`src/rtl/i2c_tgt_pkg.sv`:
```
package i2c_tgt_pkg;

    typedef enum logic [2:0] {
        ST_IDLE  = 3'd0,
        ST_ADDR  = 3'd1,
        ST_ACK   = 3'd2,
        ST_WDATA = 3'd3,
        ST_READ  = 3'd4,
        ST_SKIP  = 3'd5
    } tgt_state_e;

    typedef enum logic [1:0] {
        GCC_NONE   = 2'b00,
        GCC_REPROG = 2'b01,
        GCC_RESET  = 2'b10
    } gc_cmd_e;

    localparam logic [7:0] GC_BYTE_RESET  = 8'h06;
    localparam logic [7:0] GC_BYTE_REPROG = 8'h04;

    typedef struct packed {
        logic start;
        logic stop;
        logic scl_rise;
        logic scl_fall;
        logic scl_lvl;
        logic sda_lvl;
    } bus_ev_t;

endpackage

```
`src/rtl/i2c_tgt_sync.sv`:
```
module i2c_tgt_sync
    import i2c_tgt_pkg::*;
#(
    parameter int STAGES = 2
) (
    input  logic    clk,
    input  logic    rst_n,
    input  logic    scl_i,
    input  logic    sda_i,
    output bus_ev_t ev_o
);

    typedef struct packed {
        logic [STAGES:0] scl;
        logic [STAGES:0] sda;
    } sync_t;

    sync_t s_d, s_q;
    logic  scl_now, scl_prev, sda_now, sda_prev;

    always_comb begin
        s_d     = s_q;
        s_d.scl = {s_q.scl[STAGES-1:0], scl_i};
        s_d.sda = {s_q.sda[STAGES-1:0], sda_i};
    end

    always_ff @(posedge clk or negedge rst_n) begin
        if (!rst_n) s_q <= '1;
        else        s_q <= s_d;
    end

    assign scl_now  = s_q.scl[STAGES-1];
    assign scl_prev = s_q.scl[STAGES];
    assign sda_now  = s_q.sda[STAGES-1];
    assign sda_prev = s_q.sda[STAGES];

    always_comb begin
        ev_o.scl_lvl  = scl_now;
        ev_o.sda_lvl  = sda_now;
        ev_o.scl_rise = scl_now & ~scl_prev;
        ev_o.scl_fall = ~scl_now & scl_prev;
        ev_o.start    = scl_now & scl_prev & sda_prev & ~sda_now;
        ev_o.stop     = scl_now & scl_prev & ~sda_prev & sda_now;
    end

endmodule

```
`src/rtl/i2c_tgt_stretch.sv`:
```
module i2c_tgt_stretch (
    input  logic clk,
    input  logic rst_n,
    input  logic stretch_en,
    input  logic scl_lvl,
    output logic scl_low_o
);

    typedef struct packed {
        logic hold;
    } str_t;

    str_t h_d, h_q;

    // A low line covers both cases: already low, or just fallen.
    always_comb begin
        h_d      = h_q;
        h_d.hold = stretch_en & (h_q.hold | ~scl_lvl);
    end

    always_ff @(posedge clk or negedge rst_n) begin
        if (!rst_n) h_q <= '0;
        else        h_q <= h_d;
    end

    assign scl_low_o = h_q.hold;

    AST_STRETCH_OFF: assert property (@(posedge clk) disable iff (!rst_n)
        !stretch_en |=> !h_q.hold);
    AST_STRETCH_GRAB: assert property (@(posedge clk) disable iff (!rst_n)
        stretch_en && !scl_lvl |=> h_q.hold);
    AST_STRETCH_HOLD: assert property (@(posedge clk) disable iff (!rst_n)
        h_q.hold && stretch_en |=> h_q.hold);

endmodule

```
`src/rtl/i2c_tgt_core.sv`:
```
module i2c_tgt_core
    import i2c_tgt_pkg::*;
#(
    parameter int NUM_ADDR = 4,
    parameter int ADDR_W   = 7
) (
    input  logic                         clk,
    input  logic                         rst_n,
    input  bus_ev_t                      ev,
    input  logic                         enable_i,
    input  logic                         gc_en_i,
    input  logic                         hwgc_en_i,
    input  logic                         stop_ie_i,
    input  logic                         txreq_en_i,
    input  logic                         gc_clr_i,
    input  logic [NUM_ADDR*ADDR_W-1:0]   tgt_addr_i,
    input  logic [ADDR_W:0]              alt_addr_i,
    output logic                         sda_low_o,
    output logic                         addr_hit_o,
    output logic [$clog2(NUM_ADDR)-1:0]  hit_idx_o,
    output logic                         rw_o,
    output logic                         gc_mode_o,
    output logic                         gc_stat_o,
    output logic                         hwgc_stat_o,
    output logic [1:0]                   gc_cmd_o,
    output logic                         stop_irq_o,
    output logic                         txreq_o,
    output logic [ADDR_W:0]              rx_data_o,
    output logic                         rx_valid_o
);

    localparam int BYTE_W = ADDR_W + 1;
    localparam int IDX_W  = $clog2(NUM_ADDR);
    localparam int CNT_W  = $clog2(BYTE_W + 1);

    typedef struct packed {
        tgt_state_e        state;
        logic [BYTE_W-1:0] shreg;
        logic [CNT_W-1:0]  bitcnt;
        logic              rw;
        logic              sda_low;
        logic              addr_hit;
        logic              matched;
        logic              gc_mode;
        logic              gc_first;
        logic              gc_rst_pend;
        logic              gc_stat;
        logic              hwgc_stat;
        gc_cmd_e           gc_cmd;
        logic [IDX_W-1:0]  hit_idx;
        logic              stop_irq;
        logic              txreq;
        logic              rx_valid;
        logic [BYTE_W-1:0] rx_data;
    } core_t;

    core_t r_d, r_q;

    logic [NUM_ADDR-1:0] hit_vec;
    logic                any_hit;
    logic [IDX_W-1:0]    hit_sel;
    logic                byte_done;
    logic                addr_zero;

    // One comparator per address slot.
    for (genvar g = 0; g < NUM_ADDR; g++) begin : g_slot
        assign hit_vec[g] = (r_q.shreg[BYTE_W-1:1] == tgt_addr_i[g*ADDR_W +: ADDR_W]);
    end

    // Lowest slot wins when several hold the same address.
    always_comb begin
        any_hit = 1'b0;
        hit_sel = '0;
        for (int i = NUM_ADDR - 1; i >= 0; i--) begin
            if (hit_vec[i]) begin
                any_hit = 1'b1;
                hit_sel = IDX_W'(i);
            end
        end
    end

    assign byte_done = (r_q.bitcnt == CNT_W'(BYTE_W));
    assign addr_zero = (r_q.shreg[BYTE_W-1:1] == '0);

    always_comb begin
        r_d          = r_q;
        r_d.stop_irq = 1'b0;
        r_d.txreq    = 1'b0;
        r_d.rx_valid = 1'b0;

        if (!enable_i) begin
            r_d.state    = ST_IDLE;
            r_d.sda_low  = 1'b0;
            r_d.addr_hit = 1'b0;
            r_d.matched  = 1'b0;
            r_d.gc_mode  = 1'b0;
        end else if (ev.stop) begin
            r_d.stop_irq    = stop_ie_i & r_q.matched;
            r_d.state       = ST_IDLE;
            r_d.sda_low     = 1'b0;
            r_d.addr_hit    = 1'b0;
            r_d.matched     = 1'b0;
            r_d.gc_mode     = 1'b0;
            r_d.gc_rst_pend = 1'b0;
        end else if (ev.start) begin
            r_d.state       = ST_ADDR;
            r_d.bitcnt      = '0;
            r_d.sda_low     = 1'b0;
            r_d.addr_hit    = 1'b0;
            r_d.gc_mode     = 1'b0;
            r_d.gc_rst_pend = 1'b0;
        end else if (ev.scl_rise) begin
            if (r_q.state == ST_ADDR || r_q.state == ST_WDATA) begin
                r_d.shreg  = {r_q.shreg[BYTE_W-2:0], ev.sda_lvl};
                r_d.bitcnt = r_q.bitcnt + CNT_W'(1);
            end
        end else if (ev.scl_fall) begin
            case (r_q.state)
                ST_ADDR: begin
                    if (byte_done) begin
                        if (addr_zero) begin
                            if (!r_q.shreg[0] && gc_en_i) begin
                                r_d.state    = ST_ACK;
                                r_d.sda_low  = 1'b1;
                                r_d.addr_hit = 1'b1;
                                r_d.matched  = 1'b1;
                                r_d.gc_mode  = 1'b1;
                                r_d.gc_first = 1'b1;
                                r_d.rw       = 1'b0;
                            end else begin
                                r_d.state = ST_SKIP;
                            end
                        end else if (any_hit) begin
                            r_d.state    = ST_ACK;
                            r_d.sda_low  = 1'b1;
                            r_d.addr_hit = 1'b1;
                            r_d.matched  = 1'b1;
                            r_d.hit_idx  = hit_sel;
                            r_d.rw       = r_q.shreg[0];
                            r_d.txreq    = r_q.shreg[0] & txreq_en_i;
                        end else begin
                            r_d.state = ST_SKIP;
                        end
                    end
                end
                ST_ACK: begin
                    r_d.sda_low = 1'b0;
                    r_d.bitcnt  = '0;
                    if (r_q.gc_rst_pend) begin
                        r_d.state       = ST_IDLE;
                        r_d.addr_hit    = 1'b0;
                        r_d.matched     = 1'b0;
                        r_d.gc_mode     = 1'b0;
                        r_d.gc_rst_pend = 1'b0;
                    end else begin
                        r_d.state = r_q.rw ? ST_READ : ST_WDATA;
                    end
                end
                ST_WDATA: begin
                    if (byte_done) begin
                        r_d.state    = ST_ACK;
                        r_d.sda_low  = 1'b1;
                        r_d.rx_data  = r_q.shreg;
                        r_d.rx_valid = 1'b1;
                        if (r_q.gc_mode && r_q.gc_first) begin
                            r_d.gc_first = 1'b0;
                            if (hwgc_en_i && gc_en_i && r_q.shreg == alt_addr_i) begin
                                r_d.hwgc_stat = 1'b1;
                            end else if (r_q.shreg == BYTE_W'(GC_BYTE_RESET)) begin
                                r_d.gc_stat     = 1'b1;
                                r_d.gc_cmd      = GCC_RESET;
                                r_d.gc_rst_pend = 1'b1;
                            end else if (r_q.shreg == BYTE_W'(GC_BYTE_REPROG)) begin
                                r_d.gc_stat = 1'b1;
                                r_d.gc_cmd  = GCC_REPROG;
                            end
                        end
                    end
                end
                default: ;
            endcase
        end

        if (gc_clr_i) begin
            r_d.gc_stat   = 1'b0;
            r_d.hwgc_stat = 1'b0;
            r_d.gc_cmd    = GCC_NONE;
        end
    end

    always_ff @(posedge clk or negedge rst_n) begin
        if (!rst_n) r_q <= '0;
        else        r_q <= r_d;
    end

    assign sda_low_o   = r_q.sda_low;
    assign addr_hit_o  = r_q.addr_hit;
    assign hit_idx_o   = r_q.hit_idx;
    assign rw_o        = r_q.rw;
    assign gc_mode_o   = r_q.gc_mode;
    assign gc_stat_o   = r_q.gc_stat;
    assign hwgc_stat_o = r_q.hwgc_stat;
    assign gc_cmd_o    = r_q.gc_cmd;
    assign stop_irq_o  = r_q.stop_irq;
    assign txreq_o     = r_q.txreq;
    assign rx_data_o   = r_q.rx_data;
    assign rx_valid_o  = r_q.rx_valid;

    AST_DISABLED_QUIET: assert property (@(posedge clk) disable iff (!rst_n)
        !enable_i |=> !r_q.sda_low && !r_q.addr_hit);
    AST_SDA_ON_LOW_SCL: assert property (@(posedge clk) disable iff (!rst_n)
        !$stable(r_q.sda_low) && $past(enable_i) |-> !$past(ev.scl_lvl));
    AST_STOP_GATED: assert property (@(posedge clk) disable iff (!rst_n)
        r_q.stop_irq |-> $past(r_q.matched) && $past(stop_ie_i));
    AST_STOP_PULSE: assert property (@(posedge clk) disable iff (!rst_n)
        r_q.stop_irq |=> !r_q.stop_irq);
    AST_TXREQ_READ: assert property (@(posedge clk) disable iff (!rst_n)
        r_q.txreq |-> r_q.rw && r_q.addr_hit && $past(txreq_en_i));
    AST_TXREQ_PULSE: assert property (@(posedge clk) disable iff (!rst_n)
        r_q.txreq |=> !r_q.txreq);
    AST_GC_CLEAR: assert property (@(posedge clk) disable iff (!rst_n)
        gc_clr_i |=> !r_q.gc_stat && !r_q.hwgc_stat && r_q.gc_cmd == GCC_NONE);
    AST_GC_RESET_IDLE: assert property (@(posedge clk) disable iff (!rst_n)
        $fell(r_q.gc_rst_pend) && enable_i && !$past(ev.stop) && !$past(ev.start)
        |-> !r_q.addr_hit);

endmodule

```
`src/rtl/i2c_tgt_gc.sv`:
```
module i2c_tgt_gc
    import i2c_tgt_pkg::*;
#(
    parameter int NUM_ADDR    = 4,
    parameter int ADDR_W      = 7,
    parameter int SYNC_STAGES = 2
) (
    input  logic                         clk,
    input  logic                         rst_n,
    input  logic                         scl_i,
    input  logic                         sda_i,
    output logic                         scl_low_o,
    output logic                         sda_low_o,
    input  logic                         enable_i,
    input  logic                         gc_en_i,
    input  logic                         hwgc_en_i,
    input  logic                         stop_ie_i,
    input  logic                         txreq_en_i,
    input  logic                         stretch_i,
    input  logic                         gc_clr_i,
    input  logic [NUM_ADDR*ADDR_W-1:0]   tgt_addr_i,
    input  logic [ADDR_W:0]              alt_addr_i,
    output logic                         addr_hit_o,
    output logic [$clog2(NUM_ADDR)-1:0]  hit_idx_o,
    output logic                         rw_o,
    output logic                         gc_mode_o,
    output logic                         gc_stat_o,
    output logic                         hwgc_stat_o,
    output logic [1:0]                   gc_cmd_o,
    output logic                         stop_irq_o,
    output logic                         txreq_o,
    output logic [ADDR_W:0]              rx_data_o,
    output logic                         rx_valid_o
);

    bus_ev_t ev;

    i2c_tgt_sync #(.STAGES(SYNC_STAGES)) u_sync (
        .clk   (clk),
        .rst_n (rst_n),
        .scl_i (scl_i),
        .sda_i (sda_i),
        .ev_o  (ev)
    );

    i2c_tgt_stretch u_stretch (
        .clk        (clk),
        .rst_n      (rst_n),
        .stretch_en (stretch_i),
        .scl_lvl    (ev.scl_lvl),
        .scl_low_o  (scl_low_o)
    );

    i2c_tgt_core #(.NUM_ADDR(NUM_ADDR), .ADDR_W(ADDR_W)) u_core (
        .clk         (clk),
        .rst_n       (rst_n),
        .ev          (ev),
        .enable_i    (enable_i),
        .gc_en_i     (gc_en_i),
        .hwgc_en_i   (hwgc_en_i),
        .stop_ie_i   (stop_ie_i),
        .txreq_en_i  (txreq_en_i),
        .gc_clr_i    (gc_clr_i),
        .tgt_addr_i  (tgt_addr_i),
        .alt_addr_i  (alt_addr_i),
        .sda_low_o   (sda_low_o),
        .addr_hit_o  (addr_hit_o),
        .hit_idx_o   (hit_idx_o),
        .rw_o        (rw_o),
        .gc_mode_o   (gc_mode_o),
        .gc_stat_o   (gc_stat_o),
        .hwgc_stat_o (hwgc_stat_o),
        .gc_cmd_o    (gc_cmd_o),
        .stop_irq_o  (stop_irq_o),
        .txreq_o     (txreq_o),
        .rx_data_o   (rx_data_o),
        .rx_valid_o  (rx_valid_o)
    );

    AST_ACK_NEEDS_HIT: assert property (@(posedge clk) disable iff (!rst_n)
        sda_low_o |-> addr_hit_o);
    AST_STOP_AFTER_HIT: assert property (@(posedge clk) disable iff (!rst_n)
        $rose(stop_irq_o) |-> !addr_hit_o);

endmodule

```
`config.mk`:
```
export PLATFORM = sky130hd
export DESIGN_NAME = i2c_tgt_gc
export DESIGN_NICKNAME = d
export VERILOG_FILES = /design/src/rtl/i2c_tgt_pkg.sv /design/src/rtl/i2c_tgt_sync.sv /design/src/rtl/i2c_tgt_stretch.sv /design/src/rtl/i2c_tgt_core.sv /design/src/rtl/i2c_tgt_gc.sv
export SDC_FILE = /design/constraint.sdc
export NUM_CORES = 1
export LEC_CHECK = 0
export ABC_AREA = 1
export BUFFER_PORTS_ARGS = -buffer_cell sky130_fd_sc_hd__buf_2
export CORE_ASPECT_RATIO = 1.2
export CORE_MARGIN = 3
export CORE_UTILIZATION = 40
export DETAILED_ROUTE_END_ITERATION = 8
export GPL_TIMING_DRIVEN = 1
export PLACE_DENSITY = 0.73
export SETUP_SLACK_MARGIN = 0.02
export SLEW_MARGIN = 15
export SYNTH_ARGS = -nofsm -noshare
export SYNTH_HDL_FRONTEND = slang
export SYNTH_SLANG_ARGS = --single-unit
```
`constraint.sdc`:
```
create_clock -name clk -period 2.84 [get_ports clk]
set_input_delay 0.284 -clock clk [delete_from_list [all_inputs] [get_ports clk]]
set_output_delay 0.284 -clock clk [all_outputs]
set_load 0.1 [all_outputs]
```
==> results by group, run 1 <==
Run status
  • Run status: finished with violations
  • Violated checks: hold timing

Timing
  • Fin crit period: 2080 ps
  • Number of hold violations in the final report: 38
  • Least-Margin Pin Slew: 594 ps
  • Max Fclk: 0.480 GHz
  • Worst slew margin: 60.4%
  • Clk_skew: 7.04 ps
  • Final TNS setup: 0 ps
  • Final setup viols: 0
  • Hold Slack: -16.7 ps
  • Slew Limit Fails: 0
  • RSZ-0062 raised after global routing: false
  • PnR worst setup slack: 756 ps
  • Fin crit share: 73.4%

Setup path
  • Worst path max stage delay: 570 ps
  • Crit start category: flip-flop
  • CP max FO: 5
  • CP cell instances: inv_1, ha_1, inv_2, nand2_1, inv_1, nand2_2, nor2_2, nand4_1, nor2_1, nand2_1, nand2_2, nor2_1, a21oi_1
  • WP data required: 3070 ps
  • Worst endpoint data arrival time: 2310 ps
  • Worst path slowest cell: dfstp_2
  • Crit Path Class: flip-flop to flip-flop
  • CP Capture Type: flip-flop

Placement
  • Placed Area: 3630 um2
  • Pre-CTS setup slack: 785 ps
  • # port buffers: 68
  • Final Wtd Congestion: 0.911
  • Post-DP HPWL: 6410 um

Clocking
  • Post_cts resized: 0
  • Inserted Clock Buffers: 5
  • H-tree levels: 2
  • CTS Root Cell: clkbuf_8
  • Postcts setup bufs: 0
  • Clock Path Buffers: 2
  • Clock Pin Slew Worst Setup and Hold Paths: 90 ps
  • Clock sink count: 46
  • Worst-Skew Late Latency: 300 ps
  • TritonCTS clock tree: yes
  • CTS hold repair buffers: 0

Power and ir drop
  • Total Power: 2.15 mW
  • Leakage Power: 2.01 nW
  • PD cells: 570 nW/um2
  • Peak VDD IR: 315 uV

Routing
  • WL/cell: 12.9 um
  • Initial drt markers: 156
  • DRT Pass-1 Iters: 5
  • WL final: 7880 um
  • Antenna viol nets, final: 0
  • Remaining DRCs: 0
  • Vias/cell: 4.98
  • Vias: 3,030

Yosys
  • Syn Inst Count: 461
  • Prevailing post-synth register cell: dfrtp_1
  • EDFF count, synth: 0
  • Yosys warns: 0
  • Fraction of registers with async set/reset: 100%
  • Post-Syn Area per Cell: 7.21 um2
  • Synth Net Count: 514
  • Flop and latch count out of synthesis: 46
  • Netlist cell types: 42
  • Sequential share of the synthesized area: 34.9%
  • Post-Syn Area: 3320 um2

Global route
  • Gr usage total: 17.7%
  • First-pass GRT wire length: 13,300 um
  • Initial antenna violation count: 0
  • Largest net degree at the start of global routing: 47
  • GRT Residual Overflow: 0
  • Vias in the first global route: 2,941

Finish
  • Fin area: 3770 um2
  • Commonest non-fill, non-tap cell in the layout: nand2_1
  • Share of cells above drive strength 1: 26.9%
  • Antenna Cells: 0
  • Final nets: 569
  • Area delta synth->final: 13.3%
  • Most frequent cells in the layout: 143 x nand2_1, 67 x buf_2, 50 x inv_1
  • Filler instances: 803

Floorplan
  • Die Y-Extent: 106 um
  • Die X: 89.2 um
  • Starting Density: 42.2%
  • Die ar.: 9450 um2
  • Rows: 35
  • Ports: 69
  • Core ar.: 7880 um2

Worst hold path
  • Min-Delay Path Class: primary input to asynchronous set/reset pin

Job
  • Max-Cap Viols: 0
[Yosys cell counts, drive strengths merged, types with 5 or more instances]
library cell,count,area [um2]
a21oi,5,32.5
buf,20,153
dfrtp,40,1000
dfstp,6,158
ha,6,75.1
inv,63,241
nand2,155,637
nand3,29,193
nand4,11,90.1
nor2,49,226
nor3,14,75.1
o21ai,29,175
xnor2,10,87.6
xor2,7,61.3
[worst paths after layout]
| check | cells past startpoint | start | slack, ps | end |
|---|---|---|---|---|
| worst min-delay path | 1 | rst_n | -20 | u_core.gc_stat_o |
| worst max register to register | 13 | u_sync.s_q[5] | 760 | u_core.gc_cmd_o[0] |
| worst max-delay path | 13 | u_sync.s_q[5] | 760 | u_core.gc_cmd_o[0] |
| worst min register to register | 0 | u_sync.s_d[1] | 360 | u_sync.ev_o[0] |
| min in group clk | 1 | scl_i | 70 | u_sync.s_d[4] |
| max in group asynchronous | 1 | rst_n | 2460 | u_core.r_q[24] |
[cells by family after synthesis]
family	after synthesis	share of synthesized area (%)
muxes	1	0.339
AOI/OAI and AO/OA	43	8.28
DFF	46	34.9
adders and majority gates	6	2.26
buffers and inverters	85	12.1
xor gates and xnor gates	17	4.48
and+or+nand+nor	263	37.7
[registers in the layout (all words and copies together) (netlist names), 2 cells and up]
signal            cells
u_sync.s_d            2
u_core.rx_data_o      8
u_sync.ev_o           2
u_core.hit_idx_o      2
u_sync.s_q            2
u_core.gc_cmd_o       2
u_core.r_q           18
[per-layer routing]
metal	global-route usage, %	share of wire [%]	vias up
li1	-	-	1547
met3	3.21	5.1	14
met5	0	0	-
met4	5.11	2.1	0
met1	22.3	42	1383
met2	30.4	51	86
[per-stage QoR]
stage               hold WS [ps]  utilization (%)  std cells
global route                18.2             47.8        609
CTS                         59.5             47.8        609
floorplan                  -11.6                -        461
detailed placement           347             46.0        601
global placement             347             46.0        601
finish                     -16.7             47.8        609
[where the power goes]
group	leakage [nW]	internal [mW]	switching [mW]	total, mW
sequential	0.613	0.721	0.0891	0.810
combinational	1.33	0.246	0.509	0.754
clock	0.0683	0.353	0.231	0.584
total	2.01	1.32	0.829	2.15
[critical path, delay by kind of cell (launching register included)]
family / cells / cell delay [ps]
AND/OR/NAND/NOR: 8 / 810
buffers and inverters: 3 / 300
flip-flops: 1 / 570
adder cells (fa/ha/maj): 1 / 230
AO/OA/AOI/OAI: 1 / 110
[cell type report]
type / instances / area, um2 / area share [%]
clock buffer: 5 / 68.8 / 1.83
clock inverter: 3 / 68.8 / 1.83
inverter: 65 / 250 / 6.64
multi-input combinational: 330 / 1760 / 46.8
sequential: 46 / 1160 / 30.8
tap: 92 / 115 / 3.06
timing repair buffer: 68 / 343 / 9.10
Power figures use the tool's default switching activity.
==> run 2: changes to the inputs <==
==> constraint.sdc (replaced) <==
create_clock -name clk -period 2 [get_ports clk]
set_input_delay 0.2 -clock clk [delete_from_list [all_inputs] [get_ports clk]]
set_output_delay 0.2 -clock clk [all_outputs]
set_load 0.1 [all_outputs]
==> run 2 against run 1 <==
Non-clock buffer count is 21 higher. The flow now finishes without violations. Total power is 34% higher. Largest cell class unchanged. Critical endpoint is now u_core.r_q[36]. Routed wire length is 4.3% higher. Final cell count is 3.4% higher. Die area stayed put. Combinational power is 50% higher. Via count is 1.5% higher. Utilization is 2.8 points higher.
==> results by group, run 2 (same netlist as run 1, synthesis figures left out) <==
Routing
  • Vias: 3,076 (+1.5%)
  • WL final: 8220 um (+4.3%)
  • DRT Pass-1 Iters: 4 (-1)
  • WL/cell: 13.1 um (+0.85%)
  • Initial drt markers: 142 (-9.0%)
  • Vias/cell: 4.88 (-1.9%)
  • Antenna viol nets, final: 0 (unchanged)
  • Remaining DRCs: 0 (unchanged)

Timing
  • Slew Limit Fails: 0 (unchanged)
  • Clk_skew: 8.68 ps (+1.63 ps)
  • Max Fclk: 0.529 GHz (+10%)
  • Least-Margin Pin Slew: 537 ps (-57.0 ps)
  • Hold Slack: 96.6 ps (+113 ps)
  • RSZ-0062 raised after global routing: true
  • Fin crit share: 94.5% (+21 points)
  • Final TNS setup: 0 ps (unchanged)
  • Fin crit period: 1890 ps (-195 ps)
  • Worst slew margin: 64.2% (+3.8 points)
  • Final setup viols: 0 (unchanged)
  • Number of hold violations in the final report: 0 (-100%)

Setup path
  • RR Startpoint: u_sync.s_q[5]
  • Worst path slowest cell: dfstp_2
  • CP max FO: 4 (-1)
  • Worst Setup SP: u_sync.s_q[5]
  • CP most frequent cell: nand2_1
  • Crit start category: flip-flop
  • Worst path max stage delay: 600 ps (+30 ps)
  • WP data required: 2240 ps (-830 ps)
  • Reg2reg setup slack: 110 ps (-650 ps)
  • CP cell instances: inv_2, ha_4, inv_4, nand2_4, buf_4, buf_4, nand2_1, nand2_2, nor3_4, inv_2, nor2_1, nand2_1, nand2_1
  • CP Capture Type: flip-flop
  • Crit Path Class: flip-flop to flip-flop
  • Worst endpoint data arrival time: 2130 ps (-180 ps)

Global route
  • Largest net degree at the start of global routing: 25 (-47%)
  • GRT Residual Overflow: 0 (unchanged)
  • Gr usage total: 18.0% (+0.28 points)
  • Vias in the first global route: 3,039 (+3.3%)
  • Initial antenna violation count: 0 (unchanged)
  • First-pass GRT wire length: 13,600 um (+2.0%)

Clocking
  • Clock sink count: 46 (unchanged)
  • Clock Path Buffers: 2 (unchanged)
  • H-tree levels: 2 (unchanged)
  • CTS Root Cell: clkbuf_8
  • Worst-Skew Late Latency: 300 ps (about the same)
  • TritonCTS clock tree: yes
  • Clock Pin Slew Worst Setup and Hold Paths: 90 ps (about the same)
  • Inserted Clock Buffers: 5 (unchanged)

Finish
  • Most frequent cells in the layout: 140 x nand2_1, 68 x buf_2, 48 x inv_1
  • Antenna Cells: 0 (unchanged)
  • Filler instances: 793 (-1.2%)
  • Share of cells above drive strength 1: 31.2% (+4.3 points)
  • Commonest non-fill, non-tap cell in the layout: nand2_1
  • Area delta synth->final: 19.9%
  • Fin cells: 630 (+3.4%)
  • Final nets: 590 (+3.7%)
  • Most flop-heavy register: u_core.r_q
  • Max FFs per register: 18 (unchanged)

Placement
  • Post-DP HPWL: 6550 um (+2.1%)
  • Final Wtd Congestion: 0.901 (-1.1%)
  • # port buffers: 68 (unchanged)
  • Cells after DPL: 613 (+2.0%)

Worst hold path
  • Hold wc startpoint: stretch_i
  • Min-Delay Path Class: primary input to flip-flop

Job
  • Max-Cap Viols: 0 (unchanged)

Run status
  • Run status: complete, no violations

Floorplan
  • Die ar.: 9450 um2 (unchanged)
  • Ports: 69 (unchanged)
  • Starting Density: 42.2% (unchanged)
  • Die Y-Extent: 106 um (unchanged)
  • Rows: 35 (unchanged)
  • Die X: 89.2 um (unchanged)
  • Core ar.: 7880 um2 (unchanged)

Power and ir drop
  • Leakage Power: 2.10 nW (+4.7%)
  • Peak VDD IR: 360 uV (+15%)
  • PD cells: 724 nW/um2 (+27%)
==> run 2: where the power goes <==
part           internal [mW]  leakage [nW]  switching [mW]
logic                  0.390          1.44           0.743
registers               1.02         0.613           0.125
clock network          0.278        0.0472           0.326
total                   1.69          2.10            1.19
==> run 2: final timing paths <==
| kind | to | depth (start not counted) |
|---|---|---|
| worst min register to register | u_sync.ev_o[0] | 0 |
| min in group asynchronous | u_core.r_q[26] | 2 |
| max in group asynchronous | u_core.r_q[34] | 3 |
| worst max-delay path | u_core.r_q[36] | 13 |
| worst min-delay path | u_stretch.scl_low_o | 2 |
| worst max register to register | u_core.r_q[36] | 13 |
==> run 2: worst max-delay path, delay by kind of cell (launching register included) <==
kind / cells / cell delay [ps]
AND/OR/NAND/NOR: 7 / 580
adder cells (fa/ha/maj): 1 / 170
flip-flops: 1 / 600
buffers and inverters: 5 / 460
==> run 2: final cells by class <==
cell class	instances	area (um2)	area share [%]
Clock buffer	6	82.6	2.07
Clock inverter	2	12.5	0.314
Inverter	65	255	6.40
Multi-Input combinational cell	330	1830	46.0
Sequential cell	46	1160	29.1
Tap cell	92	115	2.89
Timing Repair Buffer	89	531	13.3
==> run 2: per-stage QoR <==
| step | power, mW | area (um2) | setup slack [ps] | util, % |
|---|---|---|---|---|
| finish | 2.89 | 3990 | 111 | 50.6 |
| global route | 3.11 | 3990 | -51.9 | 50.6 |
| CTS | 2.87 | 3870 | 43.7 | 49.1 |
| detailed placement | 2.26 | 3740 | 14.3 | 47.5 |
| global placement | 2.24 | 3740 | 82.6 | 47.5 |
| floorplan | 1.96 | 3320 | 175 | - |
==> run 2: timing repair <==
item                                   in CTS  in global routing
resized for setup                           1                 19
setup buffers                               0                  6
endpoints found under the hold margin      18                  0
cloned                                      0                  0
setup endpoints to repair                   2                 15
pin swaps                                   0                  6
hold buffers                                3                  0
==> run 2: metal layers <==
| layer | GRT usage (%) | part of all wire (%) |
|---|---|---|
| met1 | 22.3 | 41 |
| met2 | 30.8 | 52 |
| met3 | 3.21 | 4.6 |
| met4 | 6.38 | 2.2 |
| met5 | 0 | 0 |
